[config.mk]
export PLATFORM = sky130hd
export DESIGN_NAME = rx_term_monitor
export DESIGN_NICKNAME = d
export VERILOG_FILES = /design/src/rtl/rxt_pkg.sv /design/src/rtl/rxt_term_judge.sv /design/src/rtl/rxt_sat_cnt.sv /design/src/rtl/rx_term_monitor.sv
export SDC_FILE = /design/constraint.sdc
export NUM_CORES = 1
export LEC_CHECK = 0
export ABC_AREA = 1
export BUFFER_PORTS_ARGS = -buffer_cell sky130_fd_sc_hd__buf_2
export CAP_MARGIN = 20
export CELL_PAD_IN_SITES_DETAIL_PLACEMENT = 1
export CELL_PAD_IN_SITES_GLOBAL_PLACEMENT = 2
export CORE_MARGIN = 2
export CORE_UTILIZATION = 38
export CTS_BUF_LIST = sky130_fd_sc_hd__clkbuf_4 sky130_fd_sc_hd__clkbuf_8
export CTS_CLUSTER_DIAMETER = 60
export DETAILED_ROUTE_END_ITERATION = 6
export MAX_ROUTING_LAYER = met4
export PLACE_DENSITY_LB_ADDON = 0.2
export SYNTH_ARGS = -nofsm -noshare
export SYNTH_HDL_FRONTEND = slang
export SYNTH_SLANG_ARGS = --single-unit
[constraint.sdc]
create_clock -name clk -period 2.9 [get_ports clk]
set_input_delay 0.145 -clock clk [delete_from_list [all_inputs] [get_ports clk]]
set_output_delay 0.145 -clock clk [all_outputs]
set_load 0.005 [all_outputs]
[src/rtl/rxt_pkg.sv]
package rxt_pkg;
  localparam logic [7:0] CODE_TERM = 8'hFD;
  localparam logic [7:0] CODE_IDLE = 8'hBC;
  localparam logic [7:0] CODE_ALGN = 8'h7C;

  function automatic logic is_code(input logic [7:0] b, input logic c, input logic [7:0] code);
    return c && (b == code);
  endfunction
endpackage

[src/rtl/rxt_term_judge.sv]
module rxt_term_judge
  import rxt_pkg::*;
#(
  parameter int LANES = 4
) (
  input  logic               clk,
  input  logic               rst,
  input  logic [LANES*8-1:0] col_data,
  input  logic [LANES-1:0]   col_ctrl,
  output logic [LANES-1:0]   eop_err
);
  logic [LANES-1:0] term_hit, tail_bad, is_idle, is_algn;
  logic [LANES-1:0] term_q, tail_bad_q;
  logic             col_ok;

  genvar g;
  generate
    for (g = 0; g < LANES; g++) begin : g_lane
      assign term_hit[g] = is_code(col_data[g*8 +: 8], col_ctrl[g], CODE_TERM);
      assign is_idle[g]  = is_code(col_data[g*8 +: 8], col_ctrl[g], CODE_IDLE);
      assign is_algn[g]  = is_code(col_data[g*8 +: 8], col_ctrl[g], CODE_ALGN);
    end
  endgenerate

  always_comb begin
    for (int i = 0; i < LANES; i++) begin
      tail_bad[i] = 1'b0;
      for (int j = i + 1; j < LANES; j++)
        if (!is_idle[j]) tail_bad[i] = 1'b1;
    end
  end

  assign col_ok = (&is_idle) | (&is_algn);

  always_ff @(posedge clk) begin
    if (rst) begin
      term_q     <= '0;
      tail_bad_q <= '0;
    end else begin
      term_q     <= term_hit;
      tail_bad_q <= tail_bad;
    end
  end

  assign eop_err = term_q & (tail_bad_q | {LANES{~col_ok}});

  generate
    for (g = 0; g < LANES; g++) begin : g_chk
      assert_err_needs_term_R1: assert property (@(posedge clk) disable iff (rst)
        eop_err[g] |-> $past(col_ctrl[g] && col_data[g*8 +: 8] == CODE_TERM));
    end
  endgenerate
  assert_clean_tail_R2: assert property (@(posedge clk) disable iff (rst)
    (col_ok && !$past(|tail_bad)) |-> (eop_err == '0));
endmodule

[src/rtl/rxt_sat_cnt.sv]
module rxt_sat_cnt #(
  parameter int          CNT_W   = 16,
  parameter logic [CNT_W-1:0] RST_VAL = 16'hFFFD
) (
  input  logic             clk,
  input  logic             rst,
  input  logic             event_in,
  input  logic             enable,
  input  logic             clear,
  output logic [CNT_W-1:0] value
);
  localparam logic [CNT_W-1:0] MAX_VAL = '1;
  localparam logic [CNT_W-1:0] ONE     = {{(CNT_W-1){1'b0}}, 1'b1};

  logic step;
  assign step = event_in & enable;

  always_ff @(posedge clk) begin
    if (rst)                           value <= RST_VAL;
    else if (clear)                    value <= step ? ONE : '0;
    else if (step && value != MAX_VAL) value <= value + ONE;
  end

  assert_no_overflow_R5: assert property (@(posedge clk) disable iff (rst)
    (value == MAX_VAL && !clear) |=> value == MAX_VAL);
  assert_hold_unaligned_R4: assert property (@(posedge clk) disable iff (rst)
    (!enable && !clear) |=> $stable(value));
  assert_single_step_R9: assert property (@(posedge clk) disable iff (rst)
    !clear |=> (value == $past(value) || value == $past(value) + ONE));
  assert_clear_on_read_R7: assert property (@(posedge clk) disable iff (rst)
    (clear && !step) |=> value == '0);
  assert_keep_event_R8: assert property (@(posedge clk) disable iff (rst)
    (clear && step) |=> value == ONE);
endmodule

[src/rtl/rx_term_monitor.sv]
module rx_term_monitor
  import rxt_pkg::*;
#(
  parameter int               LANES   = 4,
  parameter int               CNT_W   = 16,
  parameter logic [CNT_W-1:0] RST_VAL = 16'hFFFD,
  localparam int              NCNT    = 2 * LANES,
  localparam int              AW      = $clog2(NCNT)
) (
  input  logic               clk,
  input  logic               rst,
  input  logic [LANES*8-1:0] rx_data,
  input  logic [LANES-1:0]   rx_ctrl,
  input  logic [LANES-1:0]   rx_derr,
  input  logic               lanes_aligned,
  input  logic               rd_en,
  input  logic [AW-1:0]      rd_addr,
  output logic [CNT_W-1:0]   rd_data
);
  logic [LANES-1:0] eop_err;
  logic [NCNT-1:0]  events, clears;
  logic [CNT_W-1:0] cnt [NCNT];

  rxt_term_judge #(.LANES(LANES)) u_judge (
    .clk(clk), .rst(rst), .col_data(rx_data), .col_ctrl(rx_ctrl), .eop_err(eop_err)
  );

  assign events = {rx_derr, eop_err};

  genvar g;
  generate
    for (g = 0; g < NCNT; g++) begin : g_cnt
      assign clears[g] = rd_en && (rd_addr == AW'(g));
      rxt_sat_cnt #(.CNT_W(CNT_W), .RST_VAL(RST_VAL)) u_cnt (
        .clk(clk), .rst(rst), .event_in(events[g]), .enable(lanes_aligned),
        .clear(clears[g]), .value(cnt[g])
      );
    end
  endgenerate

  always_ff @(posedge clk) begin
    if (rst)        rd_data <= '0;
    else if (rd_en) rd_data <= cnt[rd_addr];
  end

  assert_read_latency_R7: assert property (@(posedge clk) disable iff (rst)
    rd_en |=> rd_data == $past(cnt[rd_addr]));
  assert_read_hold_R7: assert property (@(posedge clk) disable iff (rst)
    !rd_en |=> $stable(rd_data));
  assert_one_clear_R7: assert property (@(posedge clk) disable iff (rst)
    $onehot0(clears));
endmodule

# Yosys cells after proc, flatten, opt, wreduce, memory -nomap -nowiden
# Index checks and enable logic that the tools add are counted.
# op_classes
order_cmp	1
n_reduce_logical	39
addsub	8
muxes	33
bitwise	13
eq_ne	27
# ops
cell	n
two-way mux 16 bit	18
adder 16 x 1 -> 16 bit, second input constant	8
inequality test 16 bit, second input constant	8
equality test 8 bit, second input constant	8
binary-select mux 16 bit (select 3 bit)	1
equality test 8 x 7 -> 1 bit, second input constant	4
logical AND 1 bit	28
nonzero test 2 bit	8
two-way mux 1 bit	14
equality test 3 bit, second input constant	4
bitwise AND 1 bit	8
AND reduction 4 bit	2
equality test 3 x 2 -> 1 bit, second input constant	2
bitwise AND 4 bit	1
greater-or-equal comparator 4 bit, second input constant	1
inverter 3 -> 4 bit	1
OR 4 bit	1
equality test 3 x 1 -> 1 bit, second input constant	1
zero test 3 bit	1
inverter 1 bit	1
OR 1 bit	1
# word_totals
elab_cells	133
output_inout_bits	16
in_bits	47
register_bits	152

# Longest topological paths before layout
# depth
ltp_word	11
depth_mapped	14
depth_no_buf	14

# By module
# Synthesis repeated with hierarchy kept, for this count alone.
# unflattened
cells_unflattened	1833
area_unflattened_um2	10856.7
# modules_own_cells
module	area_each_um2	cells_per_inst	instances
rxt_sat_cnt	1034.7	161	8
rx_term_monitor	2001.9	445	1
rxt_term_judge	576.8	100	1

# Worst setup path before layout
# Ideal clock, no wire load.
# synth_path
kind	register to register
startpoint	reg g_cnt[4].u_cnt.value[0]
endpoint	reg g_cnt[4].u_cnt.value[12]
arrival_ns	1.614
stages_incl_launch_ff	12
path_buffers	1
setup_time_ns	0.130
setup_slack_ns	1.156
path_cell_list	dfxtp_1 > ha_1 > nand2_2 > nor3_4 > nand3_1 > nor2_2 > nand2_1 > nand2_2 > nand2_2 > buf_6 > a21oi_1 > o21ai_1
# synth_between
elab_chain_cells	3
word_cells_on_any_way	6
# synth_rtl
item	line_no	source
from (decl)	rxt_sat_cnt.sv:10	output logic [CNT_W-1:0] value
from (signal assigned)	rxt_sat_cnt.sv:20	else if (clear) value <= step ? ONE : '0;
from (signal assigned)	rxt_sat_cnt.sv:21	else if (step && value != MAX_VAL) value <= value + ONE;
adder 16 x 1 -> 16 bit or inequality test 16 bit (tied branches)	rxt_sat_cnt.sv:21	
two-way mux 16 bit or logical AND 1 bit (tied branches)	rxt_sat_cnt.sv:21	
two-way mux 16 bit or nonzero test 2 bit (tied branches)	--	
# Parallel ways exist; a longest one is shown, timed or not. The select of a mux whose other input is x is not followed.
# A chain may end at the register's enable or synchronous reset.

# Final worst setup path
# layout_path
startpoint	reg g_cnt[7].u_cnt.value[1]
endpoint	reg g_cnt[7].u_cnt.value[9]
# layout_between
elab_chain_cells	3
word_cells_on_any_way	6
# layout_rtl
item	line_no
from (decl)	rxt_sat_cnt.sv:10
from (signal assigned)	rxt_sat_cnt.sv:20
from (signal assigned)	rxt_sat_cnt.sv:21
adder 16 x 1 -> 16 bit or inequality test 16 bit (tied branches)	rxt_sat_cnt.sv:21
two-way mux 16 bit or logical AND 1 bit (tied branches)	rxt_sat_cnt.sv:21
two-way mux 16 bit or nonzero test 2 bit (tied branches)	--
# Parallel ways exist; a longest one is shown, timed or not. The select of a mux whose other input is x is not followed.

==> results.yml <==
timing:
  clock.fmax_mhz: 436
  skew_ns: 0.0281
  maxSlewViolCount: 0
  finalCriticalPeriod_ns: 2.29
  rsz0062_at_grt: "false"
  finalSetupTns_ns: 0
  holdWs_ns: 0.0405
  max_slew_margin_pct: 56.7
  fin_ws_ns: 0.607
  hold_viol_final: 0
  worst_pin_slew_ns: 0.649
  fin_crit_sh_pct: 79.1
  setup_violations: 0
clocking:
  cts_buffer_depth: 2
  clk_latency_ns: 0.48
  clock_sink_count: 151
  cts_setup_buffers: 0
  clockRootBuffer: "clkbuf_8"
  h-tree-depth: 4
  cts_tree: "done"
  cts_buffers: 17
  cts.clk_slew.worst_paths_ns: 0.10
synthesis:
  synth_top_area_share_pct: 32.4
  syn_area_per_cell_um2: 6.50
  ys_seq_area_share_pct: 32.4
  ys_top_cells_by_area: "dfxtp_1 32%, nand2_1 13%, nand3_1 11%"
  syn_nets: 1488
  ys_seq_elements: 151
  syn_area_um2: 9320
  synth.distinct_cells: 43
  yosys_warnings: 0
  syn_inst: 1433
  yosysTopAreaCell: "dfxtp_1"
die:
  die-height_um: 161
  initial_utilization_pct: 38.5
  dieArea_um2: 25800
  fp-row-count: 57
  core_region_area_um2: 24200
  ios: 63
  die_x_um: 161
setup_path:
  arrival_ns: 2.66
  cpPeakStageDelay_ns: 0.42
  crit_chain: "ha_1 -> nand2_1 -> nor3_2 -> nand4_1 -> nand2_1 -> nand2_2 -> nand2_1 -> o21ai_0 -> nand2_1 -> nand2_1"
  cp_top_family: "simple AND/OR/NAND/NOR gates"
  crit_buf_inv: 0
  slowest_stage: "dfxtp_1"
  worstSetupEndpointType: "register"
  timing.rr.start: "g_cnt[7].u_cnt.value[1]"
  cp-startpoint: "g_cnt[7].u_cnt.value[1]"
  crit_type: "reg -> reg"
  cp_max_fo: 11
  start_kind: "register"
  r2r_slack_ns: 0.61
  crit_top_cell: "nand2_1"
  cp.required_ns: 3.27
cells_and_area:
  num-fill-cells: 3271
  drive_gt1_share_pct: 12.2
  postLayoutCoreUtil_pct: 42.8
  seqCellArea_um2: 3020
  final_cells: 1818
  diodes: 0
  multi_input_area_um2: 5340
  area_growth_pct: 11.1
  nets: 1536
place:
  dpl_worst_slack_ns: 0.613
  dpl.hpwl_um: 24300
  gp_congestion: 0.856
  dp_cells: 1777
  portBuffers: 62
routing:
  wl_per_cell_um: 17.6
  vias: 9712
  drt_wl_total_um: 32000
  post-route-drc-count: 0
  drt_iter0_drc: 630
  ant_nets: 0
  dr.pass1.iters: 7
  via_per_inst: 5.34
grt:
  grt_max_degree: 52
  grt_pass1_vias: 9596
  grt_usage_pct: 25.9
  grt_first_pass_wirelength_um: 51500
  antenna_found_initial: 0
  grt_overflow: 0
power:
  p_per_area_nw_per_um2: 473
  power_leakage_nw: 5.42
  irDropWorstVdd_v: 0.000273
status:
  status: "finished, final reports clean"
flow_run:
  drv_cap: 0
hold_path:
  hold_path.class: "in -> reg"
  worstHoldStart: "rx_data[26]"
-- cell type report --
cell class | instances | share of cell area [%]
clock inverters | 11 | 1.10
repair buffers | 82 | 4.79
inverters | 183 | 6.71
flip-flops and latches | 151 | 29.2
well taps | 324 | 3.92
clock buffers | 21 | 2.73
multi-input cells | 1046 | 51.6
-- kinds of logic after synthesis --
family	count (synthesis)	share of synthesized area (%)
flops	151	32.4
xor+xnor	58	5.45
fa+ha+maj	8	1.07
compound gates	205	12.8
buf+inv	236	10.3
simple gates	775	38.0
-- metal layers --
metal | track usage, % | part of all wire, % | wire length, um
met4 | 4.83 | 0.97 | 311
met2 | 41.4 | 47 | 14900
met5 | - | 0 | 0
met3 | 3.69 | 3.4 | 1070
met1 | 35.3 | 49 | 15700
-- placed cells by master, fill, tap and decap left out, types with 4 or more instances in the layout --
cell type	synthesis	routed
nand2_1	323	323
nand3_1	214	214
inv_1	160	159
dfxtp_1	151	151
nor2_1	116	116
o21ai_0	87	87
buf_2	11	62
xor2_1	50	50
nor3_1	32	32
a21oi_1	26	26
o22ai_1	25	25
nand4_1	24	24
inv_2	22	22
clkbuf_8	0	20
o211ai_1	18	18
nor2_2	16	16
o21ai_1	16	16
nand2_2	14	14
a22oi_1	10	10
buf_4	6	10
a31oi_1	9	9
dlygate4sd3_1	0	9
xnor2_1	8	8
ha_1	8	8
nor4_1	7	7
nor3_2	7	7
nor3b_1	6	6
o221ai_1	6	6
nand3_2	5	5
clkinv_4	1	5
nand2_4	4	4
-- through the flow --
stage / total power [mW] / instance area (um^2)
5_1_grt: 5.15 / 10400
3_5_place_dp: 3.24 / 9860
2_1_floorplan: 2.94 / 9320
3_3_place_gp: 3.23 / 9860
4_1_cts: 4.94 / 10400
6_report: 4.90 / 10400
-- timing repair --
action,4_1_cts,5_1_grt
hold buffers,9,0
endpoints found under the hold margin,5,0
gates resized for setup,0,0
-- final timing paths --
kind / endpoint / cells past startpoint
setup / recovery: g_cnt[7].u_cnt.value[9] / 10
hold / removal: u_judge.tail_bad_q[2] / 4
setup reg to reg: g_cnt[7].u_cnt.value[9] / 10
hold reg to reg: g_cnt[2].u_cnt.value[15] / 2
-- where the power goes --
group	switching, mW	internal (mW)
Sequential	0.131	2.18
Clock	0.917	0.770
Combinational	0.586	0.308
Total	1.63	3.26
-- registers in the layout, indices dropped and copies added (netlist names) --
register and count:
rd_data 16, u_judge.tail_bad_q 3, u_judge.term_q 4, g_cnt.u_cnt.value 128
-- worst min-delay path, stage by stage --
cell and delay (ns):
buf_2 0.10, nand2_1 0.05, nor2_1 0.07, a31oi_1 0.12
-- cells in the mapped netlist (all sizes together) --
cell type and n:
o2111ai 2, dfxtp 151, a31o 1, o311ai 1
xor2 50, o21bai 1, o211ai 18, inv 182
clkinv 1, nand2 341, a21o 1, nand4 24
xnor2 8, buf 23, clkbuf 30, nor2 135
o22ai 25, or2 3, a21oi 27, o21ai 103
a22oi 10, a31oi 9, o221ai 6, nor3 40
ha 8, nand3 219, nor3b 6, nor4 7
a22o 1
Power figures use the tool's default switching activity.
